--- src/rtl/irq_vector_pkg.sv ---
package irq_vector_pkg;
  localparam int unsigned CODE_W    = 4;
  localparam int unsigned GATE_W    = 8;
  localparam int unsigned NUM_LINES = 4;
  localparam int unsigned NUM_FIXED = 10;

  localparam logic [CODE_W-1:0] EC_RESET   = 4'd0;
  localparam logic [CODE_W-1:0] EC_MCHK    = 4'd1;
  localparam logic [CODE_W-1:0] EC_IPI     = 4'd2;
  localparam logic [CODE_W-1:0] EC_CLOCK   = 4'd3;
  localparam logic [CODE_W-1:0] EC_DEVICE  = 4'd4;
  localparam logic [CODE_W-1:0] EC_MEMFLT  = 4'd5;
  localparam logic [CODE_W-1:0] EC_UNALIGN = 4'd6;
  localparam logic [CODE_W-1:0] EC_ILLOP   = 4'd7;
  localparam logic [CODE_W-1:0] EC_ARITH   = 4'd8;
  localparam logic [CODE_W-1:0] EC_FPOFF   = 4'd9;
  localparam logic [CODE_W-1:0] EC_GATE    = 4'd10;
endpackage

--- src/rtl/irq_vector_pick.sv ---
module irq_vector_pick
  import irq_vector_pkg::*;
#(
  parameter int unsigned IPL_W     = 3,
  parameter int unsigned CEIL_DEV  = 3,
  parameter int unsigned CEIL_CLK  = 4,
  parameter int unsigned CEIL_IPI  = 5,
  parameter int unsigned CEIL_MCHK = 6
) (
  input  logic [NUM_LINES-1:0] irq_i,
  input  logic [IPL_W-1:0]     ipl_i,
  input  logic                 fw_mode_i,
  output logic                 take_o,
  output logic [CODE_W-1:0]    code_o
);
  localparam int unsigned CEIL [NUM_LINES] = '{CEIL_DEV, CEIL_CLK, CEIL_IPI, CEIL_MCHK};

  logic [NUM_LINES-1:0] allow;

  // line i is open when the level does not exceed its ceiling
  for (genvar i = 0; i < NUM_LINES; i++) begin : g_gate
    assign allow[i] = irq_i[i] && !fw_mode_i && (32'(ipl_i) <= CEIL[i]);
  end

  // higher line index wins; line i reports cause code 4 - i
  always_comb begin
    take_o = 1'b0;
    code_o = EC_RESET;
    for (int i = 0; i < NUM_LINES; i++) begin
      if (allow[i]) begin
        take_o = 1'b1;
        code_o = CODE_W'(NUM_LINES - i);
      end
    end
  end
endmodule

--- src/rtl/irq_vector_offset.sv ---
module irq_vector_offset
  import irq_vector_pkg::*;
#(
  parameter int unsigned PC_W           = 64,
  parameter int unsigned VEC_STRIDE     = 128,
  parameter int unsigned SLOT_BYTES     = 64,
  parameter int unsigned GATE_PRIV_BASE = 4096,
  parameter int unsigned GATE_USER_BASE = 8192
) (
  input  logic [CODE_W-1:0] code_i,
  input  logic [GATE_W-1:0] gate_i,
  output logic              known_o,
  output logic [PC_W-1:0]   offset_o
);
  logic [PC_W-1:0] bank_base;
  logic [PC_W-1:0] slot_off;

  assign bank_base = gate_i[GATE_W-1] ? PC_W'(GATE_USER_BASE) : PC_W'(GATE_PRIV_BASE);
  assign slot_off  = PC_W'(gate_i[GATE_W-2:0]) * PC_W'(SLOT_BYTES);

  always_comb begin
    known_o  = 1'b1;
    offset_o = '0;
    if (32'(code_i) < NUM_FIXED) begin
      offset_o = PC_W'(code_i) * PC_W'(VEC_STRIDE);
    end else if (code_i == EC_GATE) begin
      offset_o = bank_base + slot_off;
    end else begin
      known_o = 1'b0;
    end
  end
endmodule

--- src/rtl/irq_vector_unit.sv ---
module irq_vector_unit
  import irq_vector_pkg::*;
#(
  parameter int unsigned PC_W      = 64,
  parameter int unsigned IPL_W     = 3,
  parameter int unsigned CEIL_DEV  = 3,
  parameter int unsigned CEIL_CLK  = 4,
  parameter int unsigned CEIL_IPI  = 5,
  parameter int unsigned CEIL_MCHK = 6
) (
  input  logic              clk,
  input  logic              rst,
  input  logic [3:0]        irq_i,
  input  logic [IPL_W-1:0]  ipl_i,
  input  logic              fw_mode_i,
  input  logic              exc_valid_i,
  input  logic [3:0]        exc_code_i,
  input  logic [7:0]        gate_code_i,
  input  logic [PC_W-1:0]   pc_i,
  input  logic [PC_W-1:0]   fw_base_i,
  output logic              dsp_valid_o,
  output logic [PC_W-1:0]   dsp_pc_o,
  output logic [PC_W-1:0]   dsp_ret_o,
  output logic [3:0]        dsp_cause_o,
  output logic [7:0]        dsp_err_o,
  output logic              priv_o,
  output logic              bad_code_o
);
  logic              irq_take;
  logic [CODE_W-1:0] irq_code;
  logic [CODE_W-1:0] sel_code;
  logic              known;
  logic [PC_W-1:0]   offset;
  logic              sync_go;
  logic              irq_go;
  logic              go;

  irq_vector_pick #(
    .IPL_W(IPL_W), .CEIL_DEV(CEIL_DEV), .CEIL_CLK(CEIL_CLK),
    .CEIL_IPI(CEIL_IPI), .CEIL_MCHK(CEIL_MCHK)
  ) u_pick (
    .irq_i(irq_i), .ipl_i(ipl_i), .fw_mode_i(fw_mode_i),
    .take_o(irq_take), .code_o(irq_code)
  );

  // one offset generator shared by both dispatch sources
  assign sel_code = exc_valid_i ? exc_code_i : irq_code;

  irq_vector_offset #(.PC_W(PC_W)) u_off (
    .code_i(sel_code), .gate_i(gate_code_i),
    .known_o(known), .offset_o(offset)
  );

  assign sync_go = exc_valid_i && known;
  assign irq_go  = !exc_valid_i && irq_take;
  assign go      = sync_go || irq_go;

  always_ff @(posedge clk) begin
    if (rst) begin
      dsp_valid_o <= 1'b0;
      dsp_pc_o    <= '0;
      dsp_ret_o   <= '0;
      dsp_cause_o <= '0;
      dsp_err_o   <= '0;
      priv_o      <= 1'b0;
      bad_code_o  <= 1'b0;
    end else begin
      dsp_valid_o <= go;
      bad_code_o  <= exc_valid_i && !known;
      priv_o      <= go ? 1'b1 : fw_mode_i;
      if (go) begin
        dsp_pc_o    <= fw_base_i + offset;
        dsp_ret_o   <= {pc_i[PC_W-1:1], pc_i[0] | fw_mode_i};
        dsp_cause_o <= sel_code;
        dsp_err_o   <= (sync_go && sel_code == EC_GATE) ? gate_code_i : '0;
      end
    end
  end
endmodule

--- config.mk ---
export PLATFORM = sky130hd
export DESIGN_NAME = irq_vector_unit
export DESIGN_NICKNAME = d
export VERILOG_FILES = /design/src/rtl/irq_vector_pkg.sv /design/src/rtl/irq_vector_pick.sv /design/src/rtl/irq_vector_offset.sv /design/src/rtl/irq_vector_unit.sv
export SDC_FILE = /design/constraint.sdc
export NUM_CORES = 1
export LEC_CHECK = 0
export ABC_CLOCK_PERIOD_IN_PS = 4600
export BUFFER_PORTS_ARGS = -buffer_cell sky130_fd_sc_hd__buf_2
export CAP_MARGIN = 40
export CORE_ASPECT_RATIO = 0.7
export CORE_UTILIZATION = 48
export CTS_CLUSTER_DIAMETER = 200
export DETAILED_ROUTE_END_ITERATION = 16
export GPL_ROUTABILITY_DRIVEN = 1
export PLACE_DENSITY_LB_ADDON = 0.15
export SYNTH_ARGS = -nofsm -noshare
export SYNTH_HDL_FRONTEND = slang
export SYNTH_SLANG_ARGS = --single-unit
--- constraint.sdc ---
create_clock -name clk -period 4.6 [get_ports clk]
set_input_delay 0.69 -clock clk [delete_from_list [all_inputs] [get_ports clk]]
set_output_delay 0.69 -clock clk [all_outputs]
set_load 0.02 [all_outputs]
# After elaboration in Yosys (flattened, before gate mapping)

Cells that the tools add are included.

$add $sub $neg: 2
Magnitude comparators: 5
Eq/ne operators: 1
Multiplexer cells: 16
Bitwise logic cells: 1
Reduce and logical (&&, ||, !) cells: 16

Operators with widths:

| cell               | number |
|---|---|
| $mux 64            | 2 |
| $add 64x13->64     | 1 |
| $add 64x64->64     | 1 |
| $mux 14            | 1 |
| $logic_and 1x1->1  | 12 |
| $mux 3             | 4 |
| $le 3x3->1 const B | 3 |
| $mux 8             | 1 |
| $mux 1             | 7 |
| $eq 4x4->1 const B | 1 |
| $lt 4x4->1 const B | 1 |
| $mux 4             | 1 |
| $le 3x2->1 const B | 1 |
| $logic_not 1->1    | 3 |
| $logic_or 1x1->1   | 1 |
| $or 1x1->1         | 1 |

Register bits: 143
Bits of input ports: 151
Output and inout bits: 143
Logic and storage cells: 48

# Longest topological paths before layout

Depth after elaboration: 14
Mapped depth: 15
Mapped depth without buffers: 13

# By module

Synthesis repeated with hierarchy kept, for this count alone.

Cells, all modules: 1214
Area, all modules: 9300.2 sq um

By module, submodules not included:

| module            | times used | cells each | area each (sq um) | seq. area each (sq um) |
|---|---|---|---|---|
| irq_vector_unit   | 1          | 1123       | 8625.8            | 2862.7 |
| irq_vector_offset | 1          | 76         | 574.3             | 0.0 |
| irq_vector_pick   | 1          | 15         | 100.1             | 0.0 |

# Least setup slack after synthesis

No wires, ideal clock.

Path type: input -> register
From: input port ipl_i[0]
To: register dsp_pc_o[54]
Library setup time: 0.086 ns
Arrival time: 3.849 ns
Data required time: 4.514 ns
Path slack: 0.666 ns
Stages: 14
Buffers on the path: 2
Cell sequence: nor2b_1 > o21ai_0 > a32oi_1 > nor4_1 > clkbuf_1 > and2_1 > ha_1 > and3_1 > a221o_1 > a21oi_2 > buf_2 > nor4_1 > xnor2_1 > a211oi_1

Longest elaborated chain between the ends: 12
Elaborated cells between the ends (all ways): 27
Classes of those cells: add/sub (1); order compare (5); eq/ne (1); mux (13); reduce/logical (7)

Ends and longest elaborated chain:

| element                                                 | RTL line              | text |
|---|---|---|
| start, declared                                         | irq_vector_unit.sv:14 | `input logic [IPL_W-1:0] ipl_i,` |
| branches (longest 12 deep; another with $add 64x64->64) | n/a                   |  |
| end signal, assigned                                    | irq_vector_unit.sv:72 | `dsp_pc_o <= fw_base_i + offset;` |
| end, declared                                           | irq_vector_unit.sv:22 | `output logic [PC_W-1:0] dsp_pc_o,` |

Parallel ways; which one is timed is not known.
A chain may end at the register's enable or synchronous reset.

# Worst setup path in the final report

From: input port ipl_i[0]
To: register dsp_pc_o[55]

The elaborated chain is that of the path after synthesis.

==> flow_summary.toml <==
[logic_synthesis]
synth_edf_count = 0
syn-cell-area_sq_um = 6670
ys_seq_area_share_pct = 43.0
ys_warn_count = 0
avgSynthCellArea_sq_um = 8.11
syn-num-nets = 985
synth_cell_types = 58
postSynth.asyncResetShare_pct = 0
syn_inst = 822
ys.flop_type = "dfxtp_1"
synth-seq-cells = 143

[timing]
fin_skew_ns = 0
rsz0062_at_grt = "false"
tightestPinTransition_ns = 0.802
hold_violations = 0
finalCritPeriodShare_pct = 80.2
finalMaxSlewViolations = 0
layout_setup_ws_ns = 0.911
slew_headroom_pct = 46.5
setup_viol = 0
period_needed_ns = 3.69
tns_ns = 0
max_clock_freq_mhz = 271
hold_ws_ns = 0.447

[floorplanning]
core_area_sq_um = 13400
dieArea_sq_um = 14400
dieHeight_microns = 101
ios = 294
num_rows = 35
start_util_pct = 49.9
dieWidth_microns = 143

[final_layout]
drive_above_1_share_pct = 32.2
final_cell_mix = "292 x buf_2, 175 x nand2_1, 143 x dfxtp_1"
final_common_cell = "buf_2"
diodes = 0
syn_to_final_growth_pct = 33.7
fillerInstances = 1166
stdcell_count = 1292
nets = 1257

[status]
outcome = "finished clean"

[clock_network]
cts_max_level = 4
cts_resized = 0
cts_buffers = 17
cts_sinks = 143
cts.clk_slew.worst_paths_ns = 0.06
post_cts_buffers = 0
clockBufferDepth = 2
insertion_delay_ns = 0.40
cts_tree = "done"
ctsRootBufferMaster = "clkbuf_16"
hold_buffers = 0

[drt]
vias = 6928
antenna_left = 0
drtIter0Drc = 485
drcViolationCount = 0
wl_mm = 20.2
wl_per_cell_microns = 15.6
dr.pass1.iters = 5
via_per_inst = 5.36

[worst_hold_path]
min_path_type = "reg2reg"
hold_start = "dsp_pc_o[9]"
hold_end = "dsp_pc_o[9]"
min_path_cells = 2

[placement]
portBuffers = 293
place_hpwl_mm = 14.8
post-place-ws_ns = 0.570
place_congestion = 0.914
dp_cells = 1260

[worst_setup_path]
crit_start = "ipl_i[0]"
start_kind = "input port"
worst-setup-path-type = "in2reg"
crit_path_max_fanout = 14
crit_required_ns = 4.91
r2r_setup_slack_ns = 3.81
reg2reg_depth = 2
worstReg2RegStart = "dsp_pc_o[13]"
timing.rr.end = "dsp_pc_o[13]"
crit_path_end_kind = "flop"
crit_arrival_ns = 4.00

[grt]
grt_max_degree = 81
grt_pass1_vias = 6148
grt_overflow = 0
grt_pass1_wl_mm = 31.3
antenna_found_initial = 0
track_usage_pct = 27.9

[pwr]
power.density_nw_per_um2 = 389
vdd_drop_max_mv = 0.268
leakagePower_nw = 4.08

[run]
cap_viol_max_count = 0
Yosys cell counts (3+ instances only):
master,count,area [sq um]
or3_1,6,37.5
a2111oi_0,3,26.3
or4_1,4,30.0
inv_1,9,33.8
nand3_1,23,115
a21oi_1,89,445
buf_1,4,15.0
nor2b_1,6,37.5
o31ai_1,3,22.5
a211oi_1,43,323
nor3_1,9,45.0
and3_1,8,50.1
clkbuf_1,39,146
dfxtp_1,143,2860
nor4_1,13,81.3
o21a_1,3,22.5
and2_1,5,31.3
nand2_1,176,661
a22o_1,6,52.6
and4_1,3,26.3
buf_2,9,45.0
o21ai_0,12,60.1
a21o_1,8,60.1
a22oi_1,5,37.5
xnor2_1,32,280
nor3b_1,4,30.0
a311oi_1,8,70.1
xor2_1,13,114
nor2_1,74,278
ha_1,11,138
nand4_1,16,100
metal layers:
layer	global-route usage [%]	part of all wire, %
met5	0	0
met3	7.79	8.6
met4	9.02	1.8
met2	43.0	45
met1	37.7	45
area by class of cell:
| cell class | count | area (sq um) | area share [%] |
|---|---|---|---|
| Multi-Input combinational cell | 618 | 3570 | 40.1 |
| Sequential cell | 143 | 2860 | 32.1 |
| Timing Repair Buffer | 305 | 1590 | 17.9 |
| Clock buffer | 18 | 439 | 4.93 |
| Tap cell | 185 | 231 | 2.60 |
| Clock inverter | 14 | 181 | 2.04 |
| Inverter | 9 | 33.8 | 0.379 |
through the flow:
stage          area, sq um  total power, W  util [%]
6_report              8910         0.00347      66.7
5_1_grt               8910         0.00362      66.7
4_1_cts               8910         0.00350      66.7
3_5_place_dp          8290         0.00205      62.1
3_3_place_gp          8270         0.00204      61.9
2_1_floorplan         6670         0.00180         -
sequential cells by signal, indices dropped and copies added, names as in the netlist:
name         cells
bad_code_o       1
dsp_cause_o      4
dsp_err_o        8
dsp_pc_o        64
dsp_ret_o       64
dsp_valid_o      1
priv_o           1
power breakdown:
group / switching (W) / total (W) / internal (W)
Sequential: 0.0000484 / 0.00139 / 0.00134
Clock: 0.000563 / 0.00144 / 0.000880
Combinational: 0.000408 / 0.000635 / 0.000226
Total: 0.00102 / 0.00347 / 0.00245
logic make-up (layout without fill, tap and decap cells):
family / Yosys count / count (layout) / synth area share, %
XOR/XNOR: 45 / 45 / 5.91
flip-flops: 143 / 143 / 43.0
AND/OR/NAND/NOR: 358 / 358 / 24.8
adder cells (fa/ha/maj): 12 / 12 / 2.37
buffers and inverters: 61 / 346 / 3.60
AO/OA/AOI/OAI: 203 / 203 / 20.4
worst max-delay path, cell delays in order:
cell	delay [ns]
buf_2	0.11
nor2b_1	0.12
o21ai_0	0.21
a32oi_1	0.23
nor4_2	0.25
buf_4	0.22
a21o_1	0.18
ha_1	0.23
a21oi_1	0.26
nor2_1	0.14
o211a_1	0.28
o21ai_1	0.62
o41ai_1	0.18
a311oi_1	0.28
worst max path at each step:
stage	to	slack, ns	cells past startpoint
detailed placement	dsp_pc_o[62]	0.57	15
global route	dsp_pc_o[21]	0.68	14
finish	dsp_pc_o[55]	0.91	14
CTS	dsp_pc_o[62]	0.98	15
global placement	dsp_pc_o[36]	0.64	16
floorplan	dsp_pc_o[54]	0.67	14
Power figures use the tool's default switching activity.
